<file path="src/rtl/ccx_pkg.sv">
package ccx_pkg;

  localparam int unsigned FIELD_W   = 4;
  localparam int unsigned CODE_W    = 8;
  localparam int unsigned NUM_SEL   = 1 << FIELD_W;
  localparam int unsigned TABLE_LEN = NUM_SEL * NUM_SEL;
  localparam int unsigned IDX_W     = 2 * FIELD_W;

  localparam logic [CODE_W-1:0] CODE_PASS    = 8'hFF;
  localparam logic [CODE_W-1:0] CODE_FAIL    = 8'h00;
  localparam logic [CODE_W-1:0] CODE_SPECIAL = 8'h20;

  localparam logic [FIELD_W-1:0] SEL_ALWAYS  = 4'd14;
  localparam logic [FIELD_W-1:0] SEL_SPECIAL = 4'd15;

  typedef struct packed {
    logic neg;
    logic zero;
    logic carry;
    logic ovf;
  } status_t;

  // Table entry computed pairwise: even selectors hold the base predicate,
  // odd selectors hold its complement.
  function automatic logic [CODE_W-1:0] entry_code(input logic [IDX_W-1:0] idx);
    status_t            st;
    logic [FIELD_W-1:0] sel;
    logic               base;
    logic               hit;
    st   = status_t'(idx[IDX_W-1:FIELD_W]);
    sel  = idx[FIELD_W-1:0];
    base = 1'b0;
    unique case (sel[3:1])
      3'd0: base = st.zero;
      3'd1: base = st.carry;
      3'd2: base = st.neg;
      3'd3: base = st.ovf;
      3'd4: base = st.carry & ~st.zero;
      3'd5: base = ~(st.neg ^ st.ovf);
      3'd6: base = ~st.zero & ~(st.neg ^ st.ovf);
      default: base = 1'b1;
    endcase
    hit = base ^ sel[0];
    if (sel == SEL_SPECIAL) begin
      entry_code = CODE_SPECIAL;
    end else if (sel == SEL_ALWAYS) begin
      entry_code = CODE_PASS;
    end else begin
      entry_code = hit ? CODE_PASS : CODE_FAIL;
    end
  endfunction

endpackage

</file>
<file path="src/rtl/ccx_code_table.sv">
module ccx_code_table
  import ccx_pkg::*;
(
  input  logic [FIELD_W-1:0] sel_i,
  input  logic [FIELD_W-1:0] status_i,
  output logic [CODE_W-1:0]  code_o
);

  logic [CODE_W-1:0] rom [TABLE_LEN];

  for (genvar gi = 0; gi < TABLE_LEN; gi++) begin : g_entry
    localparam logic [IDX_W-1:0]  IDX   = IDX_W'(gi);
    localparam logic [CODE_W-1:0] ENTRY = entry_code(IDX);
    assign rom[gi] = ENTRY;
  end

  logic [IDX_W-1:0] index;
  assign index  = {status_i, sel_i};
  assign code_o = rom[index];

endmodule

</file>
<file path="src/rtl/ccx_flag_eval.sv">
module ccx_flag_eval
  import ccx_pkg::*;
(
  input  logic [FIELD_W-1:0] sel_i,
  input  logic [FIELD_W-1:0] status_i,
  output logic [CODE_W-1:0]  code_o
);

  status_t            st;
  logic [NUM_SEL-1:0] pass_vec;
  logic               n_eq_v;

  assign st     = status_t'(status_i);
  assign n_eq_v = (st.neg == st.ovf);

  assign pass_vec[0]  =  st.zero;
  assign pass_vec[1]  = !st.zero;
  assign pass_vec[2]  =  st.carry;
  assign pass_vec[3]  = !st.carry;
  assign pass_vec[4]  =  st.neg;
  assign pass_vec[5]  = !st.neg;
  assign pass_vec[6]  =  st.ovf;
  assign pass_vec[7]  = !st.ovf;
  assign pass_vec[8]  =  st.carry && !st.zero;
  assign pass_vec[9]  =  st.zero || !st.carry;
  assign pass_vec[10] =  n_eq_v;
  assign pass_vec[11] = !n_eq_v;
  assign pass_vec[12] = !st.zero && n_eq_v;
  assign pass_vec[13] =  st.zero || !n_eq_v;
  assign pass_vec[14] =  1'b1;
  assign pass_vec[15] =  1'b0;

  always_comb begin
    if (sel_i == SEL_SPECIAL) begin
      code_o = CODE_SPECIAL;
    end else if (pass_vec[sel_i]) begin
      code_o = CODE_PASS;
    end else begin
      code_o = CODE_FAIL;
    end
  end

endmodule

</file>
<file path="src/rtl/ccx_uncond_gate.sv">
module ccx_uncond_gate
  import ccx_pkg::*;
#(
  parameter logic [FIELD_W-1:0] UNCOND_CLASS = 4'h5,
  parameter bit                 UNCOND_EN    = 1'b1
) (
  input  logic [FIELD_W-1:0] sel_i,
  input  logic [FIELD_W-1:0] class_i,
  output logic               special_o,
  output logic               special_run_o
);

  assign special_o = (sel_i == SEL_SPECIAL);

  if (UNCOND_EN) begin : g_class_check
    assign special_run_o = special_o && (class_i == UNCOND_CLASS);
  end else begin : g_never
    logic unused_class;
    assign unused_class  = ^class_i;
    assign special_run_o = 1'b0 & unused_class;
  end

endmodule

</file>
<file path="src/rtl/ccx_cond_eval.sv">
module ccx_cond_eval
  import ccx_pkg::*;
#(
  parameter bit                 USE_TABLE    = 1'b1,
  parameter logic [FIELD_W-1:0] UNCOND_CLASS = 4'h5,
  parameter bit                 UNCOND_EN    = 1'b1
) (
  input  logic [3:0] cond_i,
  input  logic [3:0] flags_i,
  input  logic [3:0] class_i,
  output logic       exec_o,
  output logic       uncond_o,
  output logic [7:0] code_o
);

  logic [CODE_W-1:0] verdict;
  logic              special;
  logic              special_run;

  if (USE_TABLE) begin : g_table
    ccx_code_table u_table (
      .sel_i    (cond_i),
      .status_i (flags_i),
      .code_o   (verdict)
    );
  end else begin : g_gates
    ccx_flag_eval u_gates (
      .sel_i    (cond_i),
      .status_i (flags_i),
      .code_o   (verdict)
    );
  end

  ccx_uncond_gate #(
    .UNCOND_CLASS (UNCOND_CLASS),
    .UNCOND_EN    (UNCOND_EN)
  ) u_uncond (
    .sel_i         (cond_i),
    .class_i       (class_i),
    .special_o     (special),
    .special_run_o (special_run)
  );

  assign exec_o   = special ? special_run : (verdict == CODE_PASS);
  assign uncond_o = special;
  assign code_o   = verdict;

endmodule

</file>
<file path="config.mk">
export PLATFORM = sky130hd
export DESIGN_NAME = ccx_cond_eval
export DESIGN_NICKNAME = d
export VERILOG_FILES = /design/src/rtl/ccx_pkg.sv /design/src/rtl/ccx_code_table.sv /design/src/rtl/ccx_flag_eval.sv /design/src/rtl/ccx_uncond_gate.sv /design/src/rtl/ccx_cond_eval.sv
export SDC_FILE = /design/constraint.sdc
export NUM_CORES = 1
export LEC_CHECK = 0
export ABC_AREA = 1
export BUFFER_PORTS_ARGS = -buffer_cell sky130_fd_sc_hd__buf_2
export CORE_MARGIN = 1
export CORE_UTILIZATION = 30
export DETAILED_ROUTE_END_ITERATION = 16
export GPL_ROUTABILITY_DRIVEN = 0
export GPL_TIMING_DRIVEN = 0
export PLACE_DENSITY = 0.56
export SYNTH_ARGS = -nofsm -noshare
export SYNTH_HDL_FRONTEND = slang
export SYNTH_SLANG_ARGS = --single-unit
</file>
<file path="constraint.sdc">
create_clock -name vclk -period 4
set_input_delay 0.4 -clock vclk [all_inputs]
set_output_delay 0.4 -clock vclk [all_outputs]
set_load 0.05 [all_outputs]
</file>
==> flow_metrics.env, run 1 <==
export IMPL_grt_pass1_vias=869
export IMPL_start_kind="input port"
export IMPL_min_path_type="in2out"
export IMPL_cts_setup_buffers=0
export IMPL_yosysTopAreaCell="nand3_1"
export IMPL_io_buffers=19
export IMPL_multiInputGateArea_um2=608
export IMPL_mostFrequentLayoutCell="nand2_1"
export IMPL_maxSlewViolCount=0
export IMPL_whs_ns=1.28
export IMPL_nets=180
export IMPL_n_antenna_cell=0
export IMPL_slew_headroom=0.793
export IMPL_worst_ep_arrival_time_ns=2.44
export IMPL_synthCells=144
export IMPL_total_power_w=0.000171
export IMPL_clockPowerShare=0
export IMPL_stdcell_count=191
export IMPL_wl_per_cell_um=11.6
export IMPL_ff_latch_area_um2=0
export IMPL_dieArea_um2=2680
export IMPL_dieHeight_um=51.8
export IMPL_crit_fanout=8
export IMPL_critical_path_required_ns=3.60
export IMPL_fillers=241
export IMPL_grt_first_pass_wirelength_um=3670
export IMPL_cts_hold_buffers=0
export IMPL_seq_cell_count=0
export IMPL_cap_viol_max_count=0
export IMPL_fin_setup_tns_ns=0
export IMPL_rsz0062_at_grt="false"
export IMPL_drt_first_pass_iters=4
export IMPL_postRouteAntennaNets=0
export IMPL_fmax_ghz=0.352
export IMPL_final_period_utilization=0.711
export IMPL_post_cts_resized=0
export IMPL_first_iter_violations=51
export IMPL_crit_type="in2out"
export IMPL_final_cell_mix="nand2_1 (49), nand3_1 (38), buf_2 (22)"
export IMPL_synth_cell_types=20
export IMPL_dp_cells=191
export IMPL_die_w_um=51.8
export IMPL_start_util=0.327
export IMPL_comb_power_share=1.000
export IMPL_syn_num_nets=159
export IMPL_syn_area_per_cell_um2=5.16
export IMPL_p_seq_frac=0
export IMPL_drive_gt1_frac=0.294
export IMPL_row_count=17
export IMPL_hold_viol=0
export IMPL_power_leakage_nw=0.517
export IMPL_routed_wl_um=2210
export IMPL_cp_end_kind="output port"
export IMPL_ys_warn_count=0
export IMPL_synth_seq_area_share=0
export IMPL_yosys_top_cells_area="nand3_1 (26%), nand2_1 (25%), nand3_2 (6.7%)"
export IMPL_num_vias=1021
export IMPL_gr_total_overflow=0
export IMPL_dp_hpwl_um=1800
export IMPL_tightest_slew_ns=0.309
export IMPL_antenna_found_initial=0
export IMPL_irDropWorstVdd_uv=97.1
export IMPL_drc_errors=0
export IMPL_synthToLayoutAreaGrowth_pct=17.5
export IMPL_core_um2=2280
export IMPL_synth_top_cell_area_share=0.256
export IMPL_grt_max_degree=11
export IMPL_clockBufferCount=0
export IMPL_synth_area_um2=743
export IMPL_powerDensity_nw_per_um2=196
export IMPL_finalCriticalPeriod_ns=2.84
export IMPL_grt_usage=0.172
export IMPL_io_pins=22
export IMPL_via_per_inst=5.35
export IMPL_intPower_w=0.0000529
export IMPL_switching_share=0.691
export IMPL_p_sw_w=0.000118
export IMPL_status="finished clean"
export IMPL_final_setup_viol_count=0
final timing paths:
path	slack, ns	end	cells past startpoint	start
min	1.28	exec_o	4	class_i[3]
max	1.16	exec_o	14	cond_i[0]
logic make-up (layout without fill, tap and decap cells):
family / Yosys count / in the layout / synth area share
and+or+nand+nor: 110 / 110 / 0.712
buffers and inverters: 24 / 43 / 0.182
AOI/OAI and AO/OA: 7 / 7 / 0.0555
adders and majority gates: 3 / 3 / 0.0505
power by group through the flow:
stage	clock network [W]	registers, W	logic, W
floorplan	0	0	0.000135
global placement	0	0	0.000169
detailed placement	0	0	0.000170
CTS	0	0	0.000171
global route	0	0	0.000187
finish	0	0	0.000171
critical path, cell delays in order:
cell and delay (ns):
buf_2 0.16, inv_1 0.12, ha_1 0.46, inv_2 0.08, nand2_2 0.15, nand3_1 0.12
nand3_1 0.11, nand3_1 0.08, nand3_1 0.12, nand3_2 0.07, nand2_2 0.13, nand2_2 0.06
o21bai_2 0.09, buf_2 0.27
final cells by class:
cell class,count,share of cell area
Timing Repair Buffer,19,0.109
Buffer,12,0.100
Tap cell,28,0.0401
Inverter,12,0.0544
Multi-Input combinational cell,120,0.696
cell usage after synthesis:
master / instances
nand2_1: 49
nand3_1: 38
inv_1: 9
nand2_2: 7
buf_4: 6
a21oi_1: 5
nand3_2: 5
nor2_1: 4
buf_2: 3
ha_1: 3
nand4_1: 3
buf_6: 2
inv_2: 2
nor3_1: 2
clkbuf_2: 1
inv_4: 1
nand2_4: 1
nor4_1: 1
o21ai_1: 1
o21bai_2: 1
layer usage:
metal,vias to the layer above,routed length [um],global-route usage
li1,512,-,-
met2,50,1020,0.297
met1,457,1010,0.243
met3,2,160,0
met4,0,25,0.0270
met5,-,0,0
through the flow:
step / setup WS (ns) / utilization / instance area, um2
3_5_place_dp: 1.14 / 0.384 / 873
2_1_floorplan: 1.36 / - / 743
5_1_grt: 0.990 / 0.384 / 873
6_report: 1.16 / 0.384 / 873
4_1_cts: 1.14 / 0.384 / 873
3_3_place_gp: 1.17 / 0.384 / 873
(Power assumes the default switching activity.)
==> run 2, diff against run 1 <==
Settings changed: ABC_AREA 1 to 0, PLACE_DENSITY 0.56 to 0.57.
Clock period 4 ns to 2.5 ns, I/O delays scaled along.
==> run 2 against run 1 <==
Against the previous run: the flow now finishes with violations (setup timing); critical path type unchanged; sequential share of layout area unchanged; routed wire length increased by 28%; non-clock buffer count is 11 higher; setup slack worse by 1.2 ns; worst hold slack lost 0.25 ns; critical path depth decreased by 3; flip-flop and latch count unchanged; global-route usage up 2.9 points; clock-buffer cell count is the same; combinational power grew 93%.
==> flow_metrics.env, run 2 <==
export IMPL_start_kind="input port"
export IMPL_cp_end_kind="output port"
export IMPL_yosys_top_cells_area="nand2b_1 (6.7%), a21oi_1 (6.6%), buf_4 (6.3%)"
export IMPL_dieArea_um2=3000
export IMPL_clockBufferCount=0
export IMPL_stdcell_count=177
export IMPL_dp_hpwl_um=1940
export IMPL_irDropWorstVdd_uv=213
export IMPL_crit_fanout=5
export IMPL_grt_first_pass_wirelength_um=4460
export IMPL_intPower_w=0.000131
export IMPL_antenna_found_initial=0
export IMPL_final_period_utilization=1.00
export IMPL_powerDensity_nw_per_um2=297
export IMPL_grt_usage=0.201
export IMPL_ff_latch_area_um2=0
export IMPL_crit_type="in2out"
export IMPL_cts_hold_buffers=0
export IMPL_syn_area_per_cell_um2=6.69
export IMPL_route_met3_wl_um=303
export IMPL_grt_max_degree=11
export IMPL_fin_setup_tns_ns=-0.00742
export IMPL_p_sw_w=0.000199
export IMPL_final_setup_viol_count=1
export IMPL_syn_num_nets=140
export IMPL_seq_cell_count=0
export IMPL_row_count=18
export IMPL_power_leakage_nw=0.486
export IMPL_critical_path_required_ns=2.25
export IMPL_comb_power_share=1.000
export IMPL_n_antenna_cell=0
export IMPL_violations="setup timing"
export IMPL_synth_most_common_cell="a21oi_1"
export IMPL_synth_top_cell_area_share=0.0674
export IMPL_first_iter_violations=66
export IMPL_maxSlewViolCount=0
export IMPL_crit_end="exec_o"
export IMPL_dieHeight_um=54.8
export IMPL_synth_area_um2=836
export IMPL_yosysTopAreaCell="nand2b_1"
export IMPL_mostFrequentLayoutCell="buf_2"
export IMPL_dp_cells=173
export IMPL_routed_wl_um=2830
export IMPL_clockPowerShare=0
export IMPL_io_pins=22
export IMPL_tightest_slew_ns=0.633
export IMPL_status="finished, violations left"
export IMPL_die_w_um=54.8
export IMPL_highest_layer="met4"
export IMPL_synth_cell_types=49
export IMPL_routed_wl_met2_um=1270
export IMPL_drt_first_pass_iters=6
export IMPL_slew_headroom=0.577
export IMPL_cap_viol_max_count=0
export IMPL_drive_gt1_frac=0.388
export IMPL_fin_ws_ns=-0.00742
export IMPL_core_um2=2540
export IMPL_wl_met1_um=1160
export IMPL_nets=164
export IMPL_fillers=260
export IMPL_worst_ep_arrival_time_ns=2.26
export IMPL_synthCells=125
export IMPL_gr_total_overflow=0
export IMPL_synth_seq_area_share=0
export IMPL_fmax_ghz=0.399
export IMPL_rsz0062_at_grt="true"
export IMPL_place_ws_ns=-0.430
export IMPL_synth_top_cells_by_count="a21oi_1 (11), nand2b_1 (9), nor2_1 (8)"
export IMPL_synthToLayoutAreaGrowth_pct=33.1
export IMPL_num_vias=1114
export IMPL_wl_per_cell_um=16.0
export IMPL_switching_share=0.603
export IMPL_hold_viol=0
export IMPL_drc_errors=0
export IMPL_io_buffers=18
export IMPL_p_seq_frac=0
export IMPL_final_cell_mix="buf_2 (16), a21oi_1 (11), buf_4 (10)"
export IMPL_finalCriticalPeriod_ns=2.51
export IMPL_min_path_type="in2out"
export IMPL_postRouteAntennaNets=0
export IMPL_grt_pass1_vias=961
export IMPL_startpoint="cond_i[0]"
export IMPL_via_per_inst=6.29
export IMPL_start_util=0.328
export IMPL_ys_warn_count=0
run 2: cell types whose count changed after synthesis, moves of 4 or more:
cell	delta
a21oi_1	+6
mux2i_1	+4
o211ai_1	+5
nand3_1	-34
nand2b_1	+9
inv_1	-5
nand2_2	-7
nand3_2	-5
nand2_1	-42
nor2_1	+4
o21ai_0	+5
run 2: worst min path at each step:
| stage | startpoint | end | slack [ns] | cells after the start |
|---|---|---|---|---|
| 4_1_cts | class_i[1] | exec_o | 1.02 | 4 |
| 6_report | class_i[1] | exec_o | 1.02 | 4 |
| 3_5_place_dp | class_i[1] | exec_o | 1.06 | 4 |
| 5_1_grt | class_i[1] | exec_o | 1.05 | 4 |
| 3_3_place_gp | class_i[1] | exec_o | 1.05 | 4 |
| 2_1_floorplan | class_i[1] | exec_o | 0.88 | 2 |
run 2: final cells by class:
type	instances	area, um2	share of cell area
plain buffers	20	128	0.115
multi-input cells	100	748	0.673
well taps	30	37.5	0.0337
inverters	5	31.3	0.0281
repair buffers	22	168	0.151
run 2: worst max-delay path, stage by stage:
cell	delay, ns
buf_12	0.09
inv_8	0.03
ha_4	0.27
buf_6	0.12
nor2_2	0.05
o31ai_1	0.27
o221ai_1	0.16
nor3b_2	0.19
or4_4	0.43
a22o_4	0.23
buf_8	0.14
run 2: stage by stage:
stage	hold WS, ns	utilization	total power, W	area [um2]
global route	1.05	0.437	0.000353	1110
CTS	1.02	0.426	0.000315	1080
global placement	1.05	0.380	0.000281	967
finish	1.02	0.437	0.000330	1110
detailed placement	1.06	0.380	0.000283	967
floorplan	0.883	-	0.000227	840
run 2: cell families (layout without fill, tap and decap cells):
kind of cell / after synthesis / after routing / synth area share
AOI/OAI and AO/OA: 44 / 44 / 0.373
buffers and inverters: 25 / 47 / 0.163
xor gates and xnor gates: 1 / 1 / 0.0105
and+or+nand+nor: 45 / 45 / 0.316
muxes: 7 / 7 / 0.0928
adders and majority gates: 3 / 3 / 0.0449
run 2: what timing repair did:
action                     4_1_cts  5_1_grt
resized for setup               23       13
setup endpoints to repair        9        7
pin swaps                        7        1
setup buffers                    3        0
gates cloned                     1        0
run 2: power groups by stage:
stage | clock network [W] | registers, W | logic, W
finish | 0 | 0 | 0.000330
global placement | 0 | 0 | 0.000281
CTS | 0 | 0 | 0.000315
global route | 0 | 0 | 0.000353
detailed placement | 0 | 0 | 0.000283
floorplan | 0 | 0 | 0.000227
run 2: metal layers:
layer | up-vias | global-route usage
met1 | 486 | 0.285
met4 | 0 | 0.0385
met2 | 93 | 0.333
met3 | 22 | 0.00833
li1 | 513 | -
met5 | - | 0
